===== src/rtl/hec_chk_pkg.sv =====
package hec_chk_pkg;

   // Implementation variants for the check-byte generator.
   typedef enum logic [0:0] {
      CRC_SERIAL = 1'b0,   // bit-at-a-time unrolled shift register
      CRC_MATRIX = 1'b1    // precomputed XOR mask per output bit
   } crc_style_e;

   localparam int unsigned DEF_DATA_W    = 8;
   localparam int unsigned DEF_HDR_BYTES = 4;
   localparam logic [7:0]  DEF_POLY      = 8'h07;
   localparam logic [7:0]  DEF_COSET     = 8'h55;

endpackage


===== src/rtl/hec_crc_calc.sv =====
module hec_crc_calc
   import hec_chk_pkg::*;
#(
   parameter int unsigned       DATA_W    = 8,
   parameter int unsigned       HDR_BYTES = 4,
   parameter logic [DATA_W-1:0] POLY      = 'h07,
   parameter logic [DATA_W-1:0] COSET     = 'h55,
   parameter crc_style_e        STYLE     = CRC_MATRIX
) (
   // Header bytes, oldest byte in the most significant position.
   input  logic [HDR_BYTES*DATA_W-1:0] hdr_flat,
   output logic [DATA_W-1:0]           hec_exp
);

   localparam int unsigned MSG_W = HDR_BYTES * DATA_W;

   logic [DATA_W-1:0] raw_crc;

   // Division of the message by the generator, one message bit per step.
   function automatic logic [DATA_W-1:0] serial_crc(input logic [MSG_W-1:0] msg);
      logic [DATA_W-1:0] c;
      logic              fb;
      c = '0;
      for (int i = MSG_W - 1; i >= 0; i--) begin
         fb = c[DATA_W-1] ^ msg[i];
         c  = {c[DATA_W-2:0], 1'b0};
         if (fb) c = c ^ POLY;
      end
      return c;
   endfunction

   // Mask of message bits that feed output bit j (the CRC is linear, zero init).
   function automatic logic [MSG_W-1:0] row_mask(input int unsigned j);
      logic [MSG_W-1:0]  m;
      logic [MSG_W-1:0]  unit;
      logic [DATA_W-1:0] col;
      m = '0;
      for (int i = 0; i < MSG_W; i++) begin
         unit    = '0;
         unit[i] = 1'b1;
         col     = serial_crc(unit);
         m[i]    = col[j];
      end
      return m;
   endfunction

   generate
      if (STYLE == CRC_SERIAL) begin : g_serial
         always_comb raw_crc = serial_crc(hdr_flat);
      end else begin : g_matrix
         for (genvar j = 0; j < DATA_W; j++) begin : g_bit
            localparam logic [MSG_W-1:0] MASK = row_mask(j);
            assign raw_crc[j] = ^(hdr_flat & MASK);
         end
      end
   endgenerate

   assign hec_exp = raw_crc ^ COSET;

   // all-zero header yields the coset alone
   always_comb begin
      if (hdr_flat == '0) a_r3_zero_window : assert (hec_exp == COSET);
   end

endmodule


===== config.mk =====
export PLATFORM = sky130hd
export DESIGN_NAME = hec_crc_calc
export DESIGN_NICKNAME = d
export VERILOG_FILES = /design/src/rtl/hec_chk_pkg.sv /design/src/rtl/hec_crc_calc.sv
export SDC_FILE = /design/constraint.sdc
export NUM_CORES = 1
export LEC_CHECK = 0
export CORE_MARGIN = 1.5
export CORE_UTILIZATION = 45
export DETAILED_ROUTE_END_ITERATION = 8
export PLACE_DENSITY = 0.87
export SYNTH_ARGS = -nofsm -noshare
export SYNTH_HDL_FRONTEND = slang
export SYNTH_SLANG_ARGS = --single-unit

===== constraint.sdc =====
create_clock -name vclk -period 4
set_input_delay 0.8 -clock vclk [all_inputs]
set_output_delay 0.8 -clock vclk [all_outputs]
set_load 0.005 [all_outputs]

Word-level counts from Yosys, hierarchy flattened
Index checks and enable logic that the tools add are counted.
Operators by class
  reductions and logical operators: 8
  bitwise gates (word level): 1
Operators by type and width (number)
  $reduce_xor A32 Y1: 8
  $not A4 Y4: 1
Word-level totals
  output and inout port bits: 8
  bits of input ports: 32
  logic and storage cells: 9
  flip-flop bits (word level): 0

Depth between registers and ports, before layout
Gate-level depths: netlist (run 1).
  depth in word-level cells: 2
  depth in mapped cells: 3
  mapped depth without buffers: 3

Worst setup path after synthesis (run 1)
OpenSTA, ideal clock, no wires.
  path type: in2out
  start: input hdr_flat[15]
  end: output hec_exp[1]
  arrival: 1985 ps
  stages: 3
  path buffers: 0
  data required time: 3200 ps
  path slack: 1215 ps
  cell sequence: xnor3_1 -> xnor3_1 -> xor3_1
On the way
  longest elaborated chain between the ends: 1
RTL lines
  start: declaration: RTL line hec_crc_calc.sv:11  | input logic [HDR_BYTES*DATA_W-1:0] hdr_flat,
  $reduce_xor A32 Y1: RTL line hec_crc_calc.sv:53  | assign raw_crc[j] = ^(hdr_flat & MASK);
  end: declaration: RTL line hec_crc_calc.sv:12  | output logic [DATA_W-1:0] hec_exp
No other way between the ends.

Final worst setup path (run 1)
  start: input hdr_flat[18]
  end: output hec_exp[0]
On the way
  longest elaborated chain between the ends: 2
RTL lines (RTL line)
  $reduce_xor A32 Y1: hec_crc_calc.sv:53
  $not A4 Y4 (no line)
No other way between the ends.

==> results_dict.tcl, run 1 <==
set metrics [dict create \
    p_switching_mw 0.113 \
    seq_cells 0 \
    syn_inst 51 \
    placed_area_mm2 0.00118 \
    n_clock_buffer 0 \
    cts_hold_buf 0 \
    chipHeight_um 44.0 \
    io_buffers 40 \
    postRouteAntennaNets 0 \
    crit_fanout 2 \
    cp-end-kind "primary output" \
    grt_pass1_vias 554 \
    yosys.area.top_type "xnor3_1" \
    num_io_pins 40 \
    syn_nets 83 \
    grt_max_degree 4 \
    hold_slack_ns 2.82 \
    fillers 117 \
    wl_um 1760 \
    drive_gt1_share_pct 3.26 \
    syn_area_per_cell_um2 14.8 \
    p_clk_share_pct 0 \
    die_area_mm2 0.00194 \
    gp_congestion 0.765 \
    status "finished clean" \
    start_kind "input pin" \
    post-place-cells 108 \
    powerDensity_mw_per_mm2 341 \
    start_util_pct 49.1 \
    ys.warnings.count 0 \
    swShare_pct 27.9 \
    finalCritPeriodShare_pct 96.5 \
    hold_viol 0 \
    dieWidth_um 44.0 \
    drc_errors 0 \
    tightest_slew_ns 0.361 \
    setup_viol 0 \
    synth_top_area_share_pct 53.6 \
    fin_cells 108 \
    cp.arrival_ns 3.06 \
    pwr-share-seq_pct 0 \
    dr.pass1.iters 1 \
    period_needed_ns 3.86 \
    design_area_mm2 0.00118 \
    synth_most_common_cell "xnor2_1" \
    synthTopCellsByCount "xnor2_1, xnor3_1, xor2_1" \
    viasPerCell 4.91 \
    ctsResizeCount 0 \
    areaGrowthSynthToFinish_pct 56.5 \
    hp-start "hdr_flat[25]" \
    cts_setup_buffers 0 \
    setup_tns_ns 0 \
    power_leakage_nw 0.580 \
    worstPathRequired_ns 3.20 \
    wl_per_cell_um 16.3 \
    ir_drop_v 0.000237 \
    max_freq_mhz 259 \
    placementRows 14 \
    p_int_mw 0.291 \
    core_mm2 0.00154 \
    yosysUniqueCellTypes 6 \
    crit_type "in2out" \
    finalPower_mw 0.404 \
    slew_viol_final 0 \
    drt_iter0_drc 0 \
    seqCellArea_um2 0 \
    cap_violations 0 \
    hold_class "in2out" \
    diodes 0 \
    fin_nets 126 \
    crit_path_start "hdr_flat[18]" \
    synth_area_um2 757 \
    synth_seq_area_share_pct 0 \
    combinationalPowerShare_pct 100.0 \
    antenna_found_initial 0 \
    track_usage_pct 19.4 \
    synth_area_leaders "xnor3_1, xnor2_1, xor2_1, xor3_1, xnor3_4" \
    rsz0062_at_grt "no" \
    hpwl_um 1570 \
    slew-limit-headroom_pct 75.8 \
    grt.overflow.total 0 \
    num_vias 530 \
    grt_first_pass_wirelength_um 2680 \
]
through the flow:
stage	setup slack (ns)	util, %
floorplan	1.21	-
global placement	0.152	76.9
detailed placement	0.111	76.9
CTS	0.111	76.9
global route	0.0550	76.9
finish	0.139	76.9
kinds of logic (layout without fill, tap and decap cells):
| family | Yosys count | count (layout) | share of synthesized area (%) |
|---|---|---|---|
| XOR/XNOR | 51 | 51 | 100 |
| buffers and inverters | 0 | 41 | 0 |
worst max-delay path, stage by stage:
cell and delay (ns):
clkdlybuf4s50_1 0.50, xnor3_1 0.43, xnor3_2 0.44, xnor3_1 0.39
clkdlybuf4s50_1 0.50
per-layer routing:
metal  global-route usage [%]  up-vias  share of wire (%)
met2                     39.1       26                 53
met3                     2.04        0                7.6
met4                        0        0                  0
li1                         -      263                  -
met1                     23.3      241                 40
met5                        0        -                  0
final cells by class:
type               count  area (um2)  share of cell area [%]
well taps             16        20.0                    1.69
multi-input cells     51         757                    63.9
repair buffers        41         408                    34.4
path summary, 6_finish.rpt:
path              depth (start not counted)         end  slack [ns]
setup / recovery                          5  hec_exp[0]        0.14
hold / removal                            4  hec_exp[2]        2.82
cells in the final DEF, fill, tap and decap left out:
| master | n |
|---|---|
| xnor2_1 | 22 |
| xor3_1 | 2 |
| xnor3_4 | 1 |
| xor2_1 | 7 |
| xnor3_1 | 18 |
| xnor3_2 | 1 |
| clkdlybuf4s50_1 | 40 |
| buf_4 | 1 |
power by group through the flow:
stage               Combinational (mW)  Sequential, mW  Clock (mW)
finish                           0.404               0           0
global route                     0.426               0           0
CTS                              0.409               0           0
detailed placement               0.405               0           0
global placement                 0.401               0           0
floorplan                        0.224               0           0
Note: power is estimated with default switching activity, not from simulation.
==> inputs of run 2 (changes only) <==
--- a/config.mk
+++ b/config.mk
@@ -6,9 +6,10 @@
 export NUM_CORES = 1
 export LEC_CHECK = 0
 export CORE_MARGIN = 1.5
-export CORE_UTILIZATION = 45
+export CORE_UTILIZATION = 42
 export DETAILED_ROUTE_END_ITERATION = 8
-export PLACE_DENSITY = 0.87
+export GPL_ROUTABILITY_DRIVEN = 0
+export PLACE_DENSITY = 0.85
 export SYNTH_ARGS = -nofsm -noshare
 export SYNTH_HDL_FRONTEND = slang
 export SYNTH_SLANG_ARGS = --single-unit
==> constraint.sdc (replaced) <==
create_clock -name vclk -period 4.05
set_input_delay 0.81 -clock vclk [all_inputs]
set_output_delay 0.81 -clock vclk [all_outputs]
set_load 0.005 [all_outputs]
==> results_dict.tcl, run 2 (synthesis results as in run 1) <==
set metrics [dict create \
    status "finished clean" \
    viasPerCell 4.47 \
    chipHeight_um 45.5 \
    drive_gt1_share_pct 2.20 \
    slew_viol_final 0 \
    cp-end-kind "primary output" \
    drt_iter0_drc 10 \
    num_vias 519 \
    worstPathCellList "clkdlybuf4s50_1, xnor3_1, xnor3_1, xor3_1, clkdlybuf4s50_1" \
    slowest_stage "clkdlybuf4s50_1" \
    powerDensity_mw_per_mm2 333 \
    post-place-cells 116 \
    hold_viol 0 \
    grt.overflow.total 0 \
    grt_max_degree 4 \
    dr.pass1.iters 4 \
    setup_tns_ns 0 \
    power_leakage_nw 0.575 \
    cp.arrival_ns 3.10 \
    final_core_util_pct 69.6 \
    cts_setup_buffers 0 \
    io_buffers 40 \
    cts_hold_buf 0 \
    ctsResizeCount 0 \
    cap_violations 0 \
    max_freq_mhz 256 \
    dieWidth_um 45.5 \
    slew-limit-headroom_pct 75.4 \
    tightest_slew_ns 0.366 \
    seq_cells 0 \
    placementRows 15 \
    hpwl_um 1490 \
    start_util_pct 44.3 \
    setup_viol 0 \
    drc_errors 0 \
    antenna_found_initial 0 \
    core_mm2 0.00171 \
    fin_cells 116 \
    fin_nets 125 \
    wl_per_cell_um 14.2 \
    finalCritPeriodShare_pct 96.4 \
    num_io_pins 40 \
    die_area_mm2 0.00207 \
    mostFrequentLayoutCells "clkdlybuf4s50_1, xnor2_1, xnor3_1" \
    postRouteAntennaNets 0 \
    rsz0062_at_grt "no" \
    track_usage_pct 16.7 \
    crit_fanout 2 \
    n_clock_buffer 0 \
    diodes 0 \
    grt_first_pass_wirelength_um 2460 \
    layout_commonest_cell "clkdlybuf4s50_1" \
    hold_end "hec_exp[2]" \
    crit_type "in2out" \
    slowest_delay_ns 0.51 \
    worstPathRequired_ns 3.24 \
    hold_depth 4 \
    seqCellArea_um2 0 \
    areaGrowthSynthToFinish_pct 57.0 \
    place_ws_ns 0.127 \
    hp-start "hdr_flat[25]" \
    start_kind "input pin" \
    grt_pass1_vias 566 \
    wl_um 1650 \
    period_needed_ns 3.91 \
    hold_class "in2out" \
    fillers 137 \
    ir_drop_v 0.000304 \
    layout_setup_ws_ns 0.144 \
]
## run 2: cell count changes in the layout (fill, tap and decap cells not counted)
cell	delta
buf_4	-1
## run 2: area by class of cell
cell class,instances,area (um2),share of cell area (%)
multi-input combinational,51,757,63.7
tap,25,31.3,2.63
timing repair buffer,40,400,33.7
## run 2: worst max-delay path by stage
stage	to	start	slack [ns]
2_1_floorplan	hec_exp[1]	hdr_flat[15]	1.24
3_3_place_gp	hec_exp[1]	hdr_flat[15]	0.12
3_5_place_dp	hec_exp[1]	hdr_flat[15]	0.13
4_1_cts	hec_exp[1]	hdr_flat[15]	0.12
5_1_grt	hec_exp[1]	hdr_flat[15]	0.06
6_report	hec_exp[1]	hdr_flat[15]	0.14
## run 2: critical path, delay by kind of cell
family                 cells  cell delay (ns)
XOR/XNOR                   3             1.28
buffers and inverters      2             1.01
## run 2: metrics by stage
step	instance area, um2	hold WS (ns)	power [mW]
4_1_cts	1190	2.83	0.401
6_report	1190	2.83	0.395
3_5_place_dp	1190	2.83	0.397
3_3_place_gp	1190	2.82	0.395
5_1_grt	1190	2.86	0.418
2_1_floorplan	757	1.85	0.221
## run 2: where the power goes
group	total, mW	switching, mW	leakage, nW	internal, mW
Sequential	0	0	0	0
Combinational	0.395	0.108	0.575	0.287
Clock	0	0	0	0
Total	0.395	0.108	0.575	0.287
## run 2: layer usage
metal / up-vias / wire length [um] / track usage (%)
met3: 0 / 121 / 2.78
met1: 239 / 640 / 20.1
met4: 0 / 0 / 1.76
met2: 25 / 889 / 31.5
li1: 255 / - / -
met5: - / 0 / 0
